`src/rtl/oled_phase_gen.sv`:
```
module oled_phase_gen #(
  parameter int NCOL = 8
) (
  input  logic              clk,
  input  logic              rst_n,
  input  logic              cfg_we,
  input  logic [3:0]        cfg_addr,
  input  logic [7:0]        cfg_wdata,
  input  logic [NCOL*4-1:0] pix_level,
  output logic [NCOL*2-1:0] seg_phase,
  output logic              row_start
);
  localparam logic [1:0] PH_OFF = 2'b00, PH_PRE = 2'b01, PH_ON = 2'b10;

  logic [7:0] phase_r, period_r, dcnt, last;
  logic [3:0] div_r, div_cnt;
  logic [1:0] mode_r;
  logic       disp_on, tick;
  logic [2:0] gtab [1:15];

  always_ff @(posedge clk) begin
    if (!rst_n) begin
      phase_r  <= 8'h53;
      period_r <= 8'h25;
      div_r    <= 4'h2;
      mode_r   <= 2'd0;
      disp_on  <= 1'b0;
      for (int i = 1; i < 16; i++) gtab[i] <= 3'd1;
    end else if (cfg_we) begin
      case (cfg_addr)
        4'd0: phase_r  <= cfg_wdata;
        4'd1: period_r <= cfg_wdata;
        4'd2: div_r    <= cfg_wdata[3:0];
        4'd3: mode_r   <= cfg_wdata[1:0];
        4'd4: disp_on  <= cfg_wdata[0];
        4'd8: gtab[1]  <= cfg_wdata[2:0];
        default:
          if (cfg_addr[3]) begin
            gtab[{cfg_addr[2:0], 1'b0}] <= cfg_wdata[2:0];
            gtab[{cfg_addr[2:0], 1'b1}] <= cfg_wdata[6:4];
          end
      endcase
    end
  end

  assign last      = (period_r < 8'd2) ? 8'd1 : period_r - 8'd1;
  assign tick      = div_cnt >= div_r;
  assign row_start = tick && dcnt >= last;

  always_ff @(posedge clk) begin
    if (!rst_n) begin
      div_cnt <= '0;
      dcnt    <= '0;
    end else begin
      div_cnt <= tick ? 4'd0 : div_cnt + 4'd1;
      if (tick) dcnt <= (dcnt >= last) ? 8'd0 : dcnt + 8'd1;
    end
  end

  logic [7:0] b1, b2;
  assign b1 = {4'd0, phase_r[3:0]};
  assign b2 = b1 + {4'd0, phase_r[7:4]};

  for (genvar c = 0; c < NCOL; c++) begin : g_col
    logic [3:0] lvl, eff;
    logic [7:0] b3;
    assign lvl = pix_level[4*c +: 4];
    always_comb begin
      case (mode_r)
        2'd1:    eff = 4'd15;
        2'd2:    eff = 4'd0;
        2'd3:    eff = 4'd15 - lvl;
        default: eff = lvl;
      endcase
      if (eff == 4'd0) b3 = b2;
      else             b3 = b2 + {3'd0, eff - 4'd1, 1'b0} + {5'd0, gtab[eff]};
    end
    assign seg_phase[2*c +: 2] = !disp_on ? PH_OFF :
                                 (dcnt < b1) ? PH_OFF :
                                 (dcnt < b2) ? PH_PRE :
                                 (dcnt < b3) ? PH_ON  : PH_OFF;
  end
endmodule

```
`config.mk`:
```
export PLATFORM = sky130hd
export DESIGN_NAME = oled_phase_gen
export DESIGN_NICKNAME = d
export VERILOG_FILES = /design/src/rtl/oled_phase_gen.sv
export SDC_FILE = /design/constraint.sdc
export NUM_CORES = 1
export LEC_CHECK = 0
export ABC_AREA = 0
export CORE_MARGIN = 2
export CORE_UTILIZATION = 45
export CTS_BUF_LIST = sky130_fd_sc_hd__clkbuf_16
export DETAILED_ROUTE_END_ITERATION = 10
export DONT_BUFFER_PORTS = 1
export GPL_TIMING_DRIVEN = 0
export MAX_ROUTING_LAYER = met4
export PLACE_DENSITY = 0.68
export SYNTH_ARGS = -nofsm -noshare
export SYNTH_HDL_FRONTEND = slang
export SYNTH_SLANG_ARGS = --single-unit
```
`constraint.sdc`:
```
create_clock -name clk -period 9.21 [get_ports clk]
set_input_delay 1.3815 -clock clk [delete_from_list [all_inputs] [get_ports clk]]
set_output_delay 1.3815 -clock clk [all_outputs]
set_load 0.02 [all_outputs]
```
==> results of run 1 <==
-- per-layer routing --
| metal | part of all wire (%) | vias to the layer above | GRT usage (%) | routed length [µm] |
|---|---|---|---|---|
| li1 | - | 4338 | - | - |
| met1 | 41 | 4490 | 30.3 | 13200 |
| met2 | 48 | 344 | 39.8 | 15300 |
| met3 | 7.3 | 60 | 3.69 | 2330 |
| met4 | 3.4 | 0 | 8.93 | 1100 |
| met5 | 0 | - | - | 0 |
-- path summary, 6_finish.rpt --
kind | start | end | slack (ps) | cells past startpoint
worst max-delay path | pix_level[28] | seg_phase[15] | 1760 | 21
worst min-delay path | div_cnt[0]$_SDFF_PP0_ | div_cnt[0]$_SDFF_PP0_ | 470 | 1
worst max register to register | period_r[2]$_SDFFE_PN1P_ | dcnt[1]$_SDFFE_PN0P_ | 6560 | 11
worst min register to register | div_cnt[0]$_SDFF_PP0_ | div_cnt[0]$_SDFF_PP0_ | 470 | 1
-- where the power goes --
| part | switching (mW) | internal [mW] |
|---|---|---|
| combinational | 0.340 | 0.317 |
| sequential | 0.0499 | 0.414 |
| clock | 0.144 | 0.181 |
| total | 0.534 | 0.912 |
-- kinds of logic after synthesis --
kind of cell	count (synthesis)	synth area share [%]
flops	83	18.5
mux	183	27.1
buf+inv	125	5.38
fa+ha+maj	163	19.3
compound gates	223	12.3
simple gates	322	13.9
other cells	1	0.0324
xor+xnor	46	3.48
-- synthesized netlist by cell type (2+ instances only) --
cell,n,area [µm²]
sky130_fd_sc_hd__o22ai_1,4,25.0
sky130_fd_sc_hd__ha_1,138,1730
sky130_fd_sc_hd__a21oi_2,7,61.3
sky130_fd_sc_hd__o211ai_1,9,67.6
sky130_fd_sc_hd__nor2b_1,32,200
sky130_fd_sc_hd__a21o_1,42,315
sky130_fd_sc_hd__xor2_1,24,210
sky130_fd_sc_hd__o31a_1,8,70.1
sky130_fd_sc_hd__or3_1,13,81.3
sky130_fd_sc_hd__inv_2,5,18.8
sky130_fd_sc_hd__nor3_1,17,85.1
sky130_fd_sc_hd__inv_1,67,251
sky130_fd_sc_hd__nand3_1,21,105
sky130_fd_sc_hd__mux4_1,35,920
sky130_fd_sc_hd__mux2i_1,60,601
sky130_fd_sc_hd__mux2_2,33,372
sky130_fd_sc_hd__xnor2_1,22,193
sky130_fd_sc_hd__fa_1,25,500
sky130_fd_sc_hd__clkinv_1,2,7.51
sky130_fd_sc_hd__nor4_1,8,50.1
sky130_fd_sc_hd__o41ai_1,2,17.5
sky130_fd_sc_hd__nor2_1,71,267
sky130_fd_sc_hd__nor4b_1,3,26.3
sky130_fd_sc_hd__buf_6,12,135
sky130_fd_sc_hd__dfxtp_1,35,701
sky130_fd_sc_hd__nor2_2,7,43.8
sky130_fd_sc_hd__nand2_2,10,62.6
sky130_fd_sc_hd__nand4_1,13,81.3
sky130_fd_sc_hd__buf_2,9,45.0
sky130_fd_sc_hd__o21ba_2,9,90.1
sky130_fd_sc_hd__or4_1,3,22.5
sky130_fd_sc_hd__and4_1,2,17.5
sky130_fd_sc_hd__mux4_2,55,1240
sky130_fd_sc_hd__a21oi_1,60,300
sky130_fd_sc_hd__clkbuf_1,18,67.6
sky130_fd_sc_hd__o21ai_0,44,220
sky130_fd_sc_hd__buf_4,10,75.1
sky130_fd_sc_hd__and2_1,28,175
sky130_fd_sc_hd__o221ai_1,4,35.0
sky130_fd_sc_hd__o21ai_2,8,70.1
sky130_fd_sc_hd__o21ai_1,21,105
sky130_fd_sc_hd__nand2_1,80,300
sky130_fd_sc_hd__nand2b_1,11,68.8
sky130_fd_sc_hd__edfxtp_1,48,1440
-- sequential cells by signal, indices dropped and copies added, names as in the netlist --
signal,cells
dcnt,8
disp_on,1
div_cnt,4
div_r,4
gtab,48
mode_r,2
period_r,8
phase_r,8
-- cell type report --
| cell class | count | area (µm²) |
|---|---|---|
| multi-input combinational | 940 | 8820 |
| timing repair buffer | 2 | 30.0 |
| buffer | 50 | 338 |
| clock buffer | 9 | 225 |
| clock inverter | 7 | 45.0 |
| tap | 330 | 413 |
| inverter | 75 | 284 |
| sequential | 83 | 2140 |
| fill | 2329 | 12900 |
-- through the flow --
stage / power, mW / std cells / area (µm²) / worst slack (ps)
after floorplan: 0.966 / 1148 / 11600 / 2250
after global placement: 1.10 / 1478 / 12000 / 1570
after detailed placement: 1.12 / 1480 / 12000 / 1730
after CTS: 1.45 / 1496 / 12300 / 1720
after global routing: 1.55 / 1496 / 12300 / 1460
final: 1.45 / 1496 / 12300 / 1760
==> load_flow_metrics.sql, run 1 <==
INSERT INTO impl_metrics (metric_group, metric, value, unit) VALUES
('routing', 'drt_pre_antenna_iters', '5', ''),
('synth', 'synth_area_per_cell', '10.1', 'µm²'),
('min_path', 'hold_class', 'flip-flop to flip-flop', ''),
('grt', 'grt_antenna_before_repair', '0', ''),
('clocking', 'numCtsBuffers', '9', ''),
('timing', 'grt_setup_unrepaired', 'no', ''),
('synth', 'yosys.cell_types.count', '55', ''),
('floorplan', 'effective_utilization_at_floorplan', '45.9', '%'),
('finish', 'layout.core_utilization', '48.9', '%'),
('floorplan', 'vertical_die_dimension', '164', 'µm'),
('worst_setup_path', 'crit_path_max_delay_cell_type', 'sky130_fd_sc_hd__nor4_1', ''),
('synth', 'ys.flop_type', 'sky130_fd_sc_hd__edfxtp_1', ''),
('synth', 'yosysSeqAreaShare', '18.5', '%'),
('timing', 'min_period_over_period', '80.9', '%'),
('clocking', 'post_cts_hold_buffer_count', '0', ''),
('worst_setup_path', 'crit_path_end_kind', 'primary output', ''),
('routing', 'vias', '9232', ''),
('routing', 'first_iter_violations', '695', ''),
('pwr', 'max-vdd-ir-drop', '0.000140', 'V'),
('clocking', 'clock_path_buffers', '2', ''),
('worst_setup_path', 'worst-endpoint-arrival', '6070', 'ps'),
('timing', 'report.final.hold_viol_count', '0', ''),
('worst_setup_path', 'worst-path-buf-inv', '4', ''),
('finish', 'most_common_cell_after_layout_fill_and_taps_aside', 'sky130_fd_sc_hd__ha_1', ''),
('timing', 'worst_rel_slew_slack', '26.0', '%'),
('grt', 'grt_pass1_vias', '8929', ''),
('routing', 'wl', '31900', 'µm'),
('synth', 'netlist_instances', '1146', ''),
('grt', 'globalRoute.totalOverflow', '0', ''),
('routing', 'drt-wirelength-per-cell', '21.3', 'µm'),
('timing', 'skew', '6.05', 'ps'),
('floorplan', 'core.rowCount', '58', ''),
('clocking', 'post_cts_buffers', '0', ''),
('finish', 'commonest_cells_after_routing_fill_and_taps_aside', 'sky130_fd_sc_hd__ha_1, sky130_fd_sc_hd__nand2_1, sky130_fd_sc_hd__nor2_1', ''),
('timing', 'fin_setup_tns', '0', 'ps'),
('place', 'detailed_place_hpwl', '25500', 'µm'),
('routing', 'avgViaCountPerCell', '6.17', ''),
('worst_setup_path', 'path_max_fanout', '10', ''),
('timing', 'finalMaxSlewViolations', '0', ''),
('grt', 'grt_usage', '24.2', '%'),
('worst_setup_path', 'crit_path_max_incr_delay', '810', 'ps'),
('clocking', 'ctsResizeCount', '0', ''),
('finish', 'antennaDiodeCount', '0', ''),
('timing', 'fin_hold_ws', '470', 'ps'),
('finish', 'layout-drive-gt1-share', '16.0', '%'),
('timing', 'setup_violations', '0', ''),
('synth', 'synthesis.yosys.warnings', '0', ''),
('timing', 'final_period_minus_worst_setup_slack', '7450', 'ps'),
('grt', 'first_pass_grt_wire_length', '48700', 'µm'),
('status', 'outcome', 'complete, no violations', ''),
('synth', 'synth-edff-count', '48', ''),
('routing', 'drc_errors', '0', ''),
('synth', 'ffs_w_async_s_r_synth', '0', '%'),
('routing', 'final_antenna_net_count', '0', ''),
('worst_setup_path', 'required', '7830', 'ps'),
('clocking', 'cts_sinks', '83', ''),
('timing', 'highest_clock_frequency_the_design_can_meet', '134', 'MHz'),
('floorplan', 'floorplan.die.width', '164', 'µm'),
('clocking', 'clockRootBuffer', 'sky130_fd_sc_hd__clkbuf_16', ''),
('synth', 'synth.cell_area', '11600', 'µm²'),
('clocking', 'worst_skew_pair.late_latency', '340', 'ps'),
('finish', 'area_growth', '6.36', '%'),
('floorplan', 'design.core.area', '25200', 'µm²'),
('grt', 'grt_max_degree', '18', ''),
('worst_setup_path', 'critical_path.cell_chain', 'nor2_2, a21oi_2, inv_2, buf_6, mux4_2, mux2_2, a21oi_1, fa_1, inv_1, ha_1, inv_1, fa_1, xor2_1, nand2_1, o21ai_0, ha_1, a21o_1, a21o_1, a21oi_1, nor2_1, nor4_1', ''),
('finish', 'nNetsFinal', '1371', ''),
('timing', 'tightestPinTransition', '1110', 'ps'),
('clocking', 'tritoncts', 'yes', ''),
('floorplan', 'ios', '64', ''),
('worst_setup_path', 'path_class', 'input pin to primary output', ''),
('place', 'place.gp.congestion', '0.952', ''),
('worst_setup_path', 'critical_path.startpoint_type', 'input pin', ''),
('run', 'timing.max_cap.violations', '0', ''),
('worst_setup_path', 'critical_path.top_delay_family', 'adder cells', ''),
('clocking', 'clock_pin_transition_on_the_worst_setup_and_hold_timing_paths', '60', 'ps'),
('floorplan', 'fp.dieArea', '27000', 'µm²'),
('place', 'place.port_buffers', '0', ''),
('synth', 'ys_ff_latch', '83', ''),
('pwr', 'p_leak', '5.43', 'nW'),
('clocking', 'number_of_h_tree_levels', '3', ''),
('pwr', 'power_density', '118', 'nW/µm²');
Power figures use the tool's default switching activity.
==> run 2, diff against run 1 <==
--- a/config.mk
+++ b/config.mk
@@ -5,7 +5,7 @@
 export SDC_FILE = /design/constraint.sdc
 export NUM_CORES = 1
 export LEC_CHECK = 0
-export ABC_AREA = 0
+export ABC_AREA = 1
 export CORE_MARGIN = 2
 export CORE_UTILIZATION = 45
 export CTS_BUF_LIST = sky130_fd_sc_hd__clkbuf_16
==> constraint.sdc (replaced) <==
create_clock -name clk -period 7.7 [get_ports clk]
set_input_delay 1.155 -clock clk [delete_from_list [all_inputs] [get_ports clk]]
set_output_delay 1.155 -clock clk [all_outputs]
set_load 0.02 [all_outputs]
==> run 2 against run 1 <==
Compared with the run above:
- synthesized cell count is 58% higher
- sequential share of layout area is 0.45 points lower
- worst setup slack worse by 550 ps
- first-iteration DRC count is 77% higher
- cell count is 44% higher
- largest power group unchanged
==> load_flow_metrics.sql, run 2 <==
INSERT INTO impl_metrics (metric_group, metric, value, unit) VALUES
('synth', 'synth_top_area_cell', 'sky130_fd_sc_hd__ha_1', ''),
('timing', 'skew', '2.36', 'ps'),
('timing', 'final_period_minus_worst_setup_slack', '6490', 'ps'),
('finish', 'antennaDiodeCount', '0', ''),
('routing', 'vias', '12717', ''),
('grt', 'globalRoute.totalOverflow', '0', ''),
('synth', 'ys_ff_latch', '83', ''),
('floorplan', 'floorplan.die.width', '167', 'µm'),
('finish', 'max_flop_register', 'gtab', ''),
('pwr', 'max-vdd-ir-drop', '0.000173', 'V'),
('routing', 'wl', '42000', 'µm'),
('clocking', 'clock_path_buffers', '2', ''),
('timing', 'report.final.hold_viol_count', '0', ''),
('clocking', 'clockRootBuffer', 'sky130_fd_sc_hd__clkbuf_16', ''),
('floorplan', 'ios', '64', ''),
('finish', 'area_growth', '6.12', '%'),
('synth', 'synth.cell_area', '11900', 'µm²'),
('worst_setup_path', 'crit_path_end_kind', 'primary output', ''),
('grt', 'grt_antenna_before_repair', '0', ''),
('clocking', 'post_cts_hold_buffer_count', '0', ''),
('worst_setup_path', 'worst-endpoint-arrival', '5330', 'ps'),
('finish', 'layout.cells.non_filler', '2159', ''),
('finish', 'nNetsFinal', '2029', ''),
('pwr', 'fin_total_pwr', '2.01', 'mW'),
('worst_setup_path', 'required', '6550', 'ps'),
('synth', 'post_synth_main_area_contributors', 'sky130_fd_sc_hd__ha_1, sky130_fd_sc_hd__edfxtp_1, sky130_fd_sc_hd__o21ai_0', ''),
('worst_setup_path', 'path_class', 'input pin to primary output', ''),
('synth', 'ffs_w_async_s_r_synth', '0', '%'),
('synth', 'synth_top_area_share', '14.5', '%'),
('synth', 'yosys.cell_types.count', '46', ''),
('clocking', 'post_cts_buffers', '0', ''),
('finish', 'layout.core_utilization', '48.6', '%'),
('clocking', 'ctsResizeCount', '0', ''),
('floorplan', 'effective_utilization_at_floorplan', '45.8', '%'),
('timing', 'highest_clock_frequency_the_design_can_meet', '154', 'MHz'),
('pwr', 'p_leak', '5.92', 'nW'),
('clocking', 'clock_pin_transition_on_the_worst_setup_and_hold_timing_paths', '60', 'ps'),
('finish', 'most_common_cell_after_layout_fill_and_taps_aside', 'sky130_fd_sc_hd__nand2_1', ''),
('timing', 'grt_setup_unrepaired', 'no', ''),
('routing', 'first_iter_violations', '1227', ''),
('grt', 'grt_pass1_vias', '12037', ''),
('grt', 'grt_usage', '30.6', '%'),
('clocking', 'numCtsBuffers', '9', ''),
('clocking', 'worst_skew_pair.late_latency', '330', 'ps'),
('worst_setup_path', 'path_max_fanout', '10', ''),
('run', 'timing.max_cap.violations', '0', ''),
('status', 'outcome', 'complete, no violations', ''),
('place', 'place.gp.congestion', '1.04', ''),
('routing', 'drt-wirelength-per-cell', '19.5', 'µm'),
('timing', 'tightestPinTransition', '825', 'ps'),
('timing', 'finalMaxSlewViolations', '0', ''),
('worst_setup_path', 'critical_path.startpoint_type', 'input pin', ''),
('min_path', 'min_path_cells', '1', ''),
('synth', 'synthesis.yosys.warnings', '0', ''),
('clocking', 'tritoncts', 'yes', ''),
('floorplan', 'fp.dieArea', '27800', 'µm²'),
('routing', 'drt_pre_antenna_iters', '8', ''),
('floorplan', 'design.core.area', '26000', 'µm²'),
('timing', 'fin_setup_tns', '0', 'ps'),
('synth', 'post_synth_most_frequent_cells', 'sky130_fd_sc_hd__nand2_1, sky130_fd_sc_hd__inv_1, sky130_fd_sc_hd__o21ai_0', ''),
('place', 'place.port_buffers', '0', ''),
('floorplan', 'vertical_die_dimension', '167', 'µm'),
('clocking', 'cts_sinks', '83', ''),
('clocking', 'number_of_h_tree_levels', '3', ''),
('synth', 'synth_area_per_cell', '6.59', 'µm²'),
('finish', 'layout-drive-gt1-share', '7.68', '%'),
('routing', 'final_antenna_net_count', '0', ''),
('synth', 'netlist_instances', '1806', ''),
('synth', 'yosysSeqAreaShare', '18.0', '%'),
('grt', 'first_pass_grt_wire_length', '65300', 'µm'),
('place', 'detailed_place_hpwl', '32100', 'µm'),
('grt', 'grt_max_degree', '18', ''),
('routing', 'drc_errors', '0', ''),
('finish', 'largest_register_ff_count', '48', ''),
('pwr', 'power_density', '159', 'nW/µm²'),
('timing', 'worst_rel_slew_slack', '44.6', '%'),
('worst_setup_path', 'worst_r2r_path_depth', '15', ''),
('finish', 'count_of_fill_cells_added_during_filler_insertion', '2660', ''),
('timing', 'min_period_over_period', '84.3', '%'),
('timing', 'setup_violations', '0', ''),
('routing', 'avgViaCountPerCell', '5.89', ''),
('synth', 'ys.flop_type', 'sky130_fd_sc_hd__edfxtp_1', ''),
('synth', 'synth-edff-count', '48', ''),
('synth', 'most_used_standard_cell_by_instance_count_after_synthesis', 'sky130_fd_sc_hd__nand2_1', ''),
('place', 'dp.cells', '2143', ''),
('min_path', 'hold_class', 'flip-flop to flip-flop', ''),
('timing', 'fin_hold_ws', '465', 'ps'),
('floorplan', 'core.rowCount', '59', ''),
('finish', 'commonest_cells_after_routing_fill_and_taps_aside', 'sky130_fd_sc_hd__nand2_1, sky130_fd_sc_hd__inv_1, sky130_fd_sc_hd__o21ai_0', '');
run 2: cell types whose count changed in the layout (fill, tap and decap cells not counted), moves of 102 or more:
cell,previous run,this run
sky130_fd_sc_hd__a21oi_1,60,170
sky130_fd_sc_hd__inv_1,68,234
sky130_fd_sc_hd__nand2_1,80,284
sky130_fd_sc_hd__nand3_1,21,137
sky130_fd_sc_hd__nor2_1,71,173
sky130_fd_sc_hd__o21ai_0,44,234
run 2: cell families after synthesis:
kind of cell | count (synthesis) | share of synthesized area [%]
AOI/OAI and AO/OA | 528 | 25.2
and+or+nand+nor | 659 | 23.8
buffers and inverters | 343 | 12.1
xor gates and xnor gates | 29 | 2.14
other | 1 | 0.0315
adders and majority gates | 163 | 18.7
DFF | 83 | 18.0
run 2: cell type report:
| cell class | instances | area (µm²) | share of cell area, % |
|---|---|---|---|
| multi-input combinational | 1382 | 8320 | 65.9 |
| sequential | 83 | 2140 | 17.0 |
| inverter | 249 | 940 | 7.44 |
| buffer | 94 | 500 | 3.96 |
| tap | 335 | 419 | 3.32 |
| clock buffer | 9 | 225 | 1.78 |
| clock inverter | 7 | 76.3 | 0.605 |
run 2: final timing paths:
kind	from	to	slack, ps
min	div_cnt[0]$_SDFF_PP0_	div_cnt[0]$_SDFF_PP0_	470
max	pix_level[0]	seg_phase[1]	1210
max reg2reg	period_r[0]$_SDFFE_PN1P_	dcnt[5]$_SDFFE_PN0P_	5440
min reg2reg	div_cnt[0]$_SDFF_PP0_	div_cnt[0]$_SDFF_PP0_	470
run 2: worst max-delay path, stage by stage:
cell	delay (ps)
sky130_fd_sc_hd__inv_1	20
sky130_fd_sc_hd__nand2_1	40
sky130_fd_sc_hd__nand2_1	170
sky130_fd_sc_hd__inv_2	210
sky130_fd_sc_hd__clkbuf_1	350
sky130_fd_sc_hd__o21ai_0	120
sky130_fd_sc_hd__o21ai_0	180
sky130_fd_sc_hd__nand3_1	100
sky130_fd_sc_hd__nand2_1	70
sky130_fd_sc_hd__nor2_1	80
sky130_fd_sc_hd__fa_1	480
sky130_fd_sc_hd__inv_1	40
sky130_fd_sc_hd__ha_1	200
sky130_fd_sc_hd__inv_1	70
sky130_fd_sc_hd__fa_1	190
sky130_fd_sc_hd__nor2_1	60
sky130_fd_sc_hd__or2_2	270
sky130_fd_sc_hd__a21oi_1	130
sky130_fd_sc_hd__inv_1	60
sky130_fd_sc_hd__or2_2	260
sky130_fd_sc_hd__nand3_1	80
sky130_fd_sc_hd__ha_1	240
sky130_fd_sc_hd__a21oi_1	140
sky130_fd_sc_hd__or2_2	110
sky130_fd_sc_hd__nand4_1	80
sky130_fd_sc_hd__a21oi_1	410
run 2: where the power goes:
group | switching [mW] | total (mW) | leakage [nW] | internal (mW)
logic | 0.659 | 1.05 | 5.03 | 0.389
clock network | 0.177 | 0.430 | 0.142 | 0.253
registers | 0.0367 | 0.531 | 0.750 | 0.495
run 2: metal layers:
layer	share of wire (%)	routed length (µm)	global-route usage, %	vias to the layer above
met5	0	0	-	-
met4	4.3	1800	12.9	0
met3	9.5	3990	4.28	126
met2	46	19200	49.5	579
met1	41	17000	38.3	5863
li1	-	-	-	6149
run 2: per-stage QoR:
step / instance area, µm² / setup slack [ps]
2_1_floorplan: 11900 / 1840
3_3_place_gp: 12300 / 1290
3_5_place_dp: 12300 / 1250
4_1_cts: 12600 / 1230
5_1_grt: 12600 / 792
6_report: 12600 / 1210
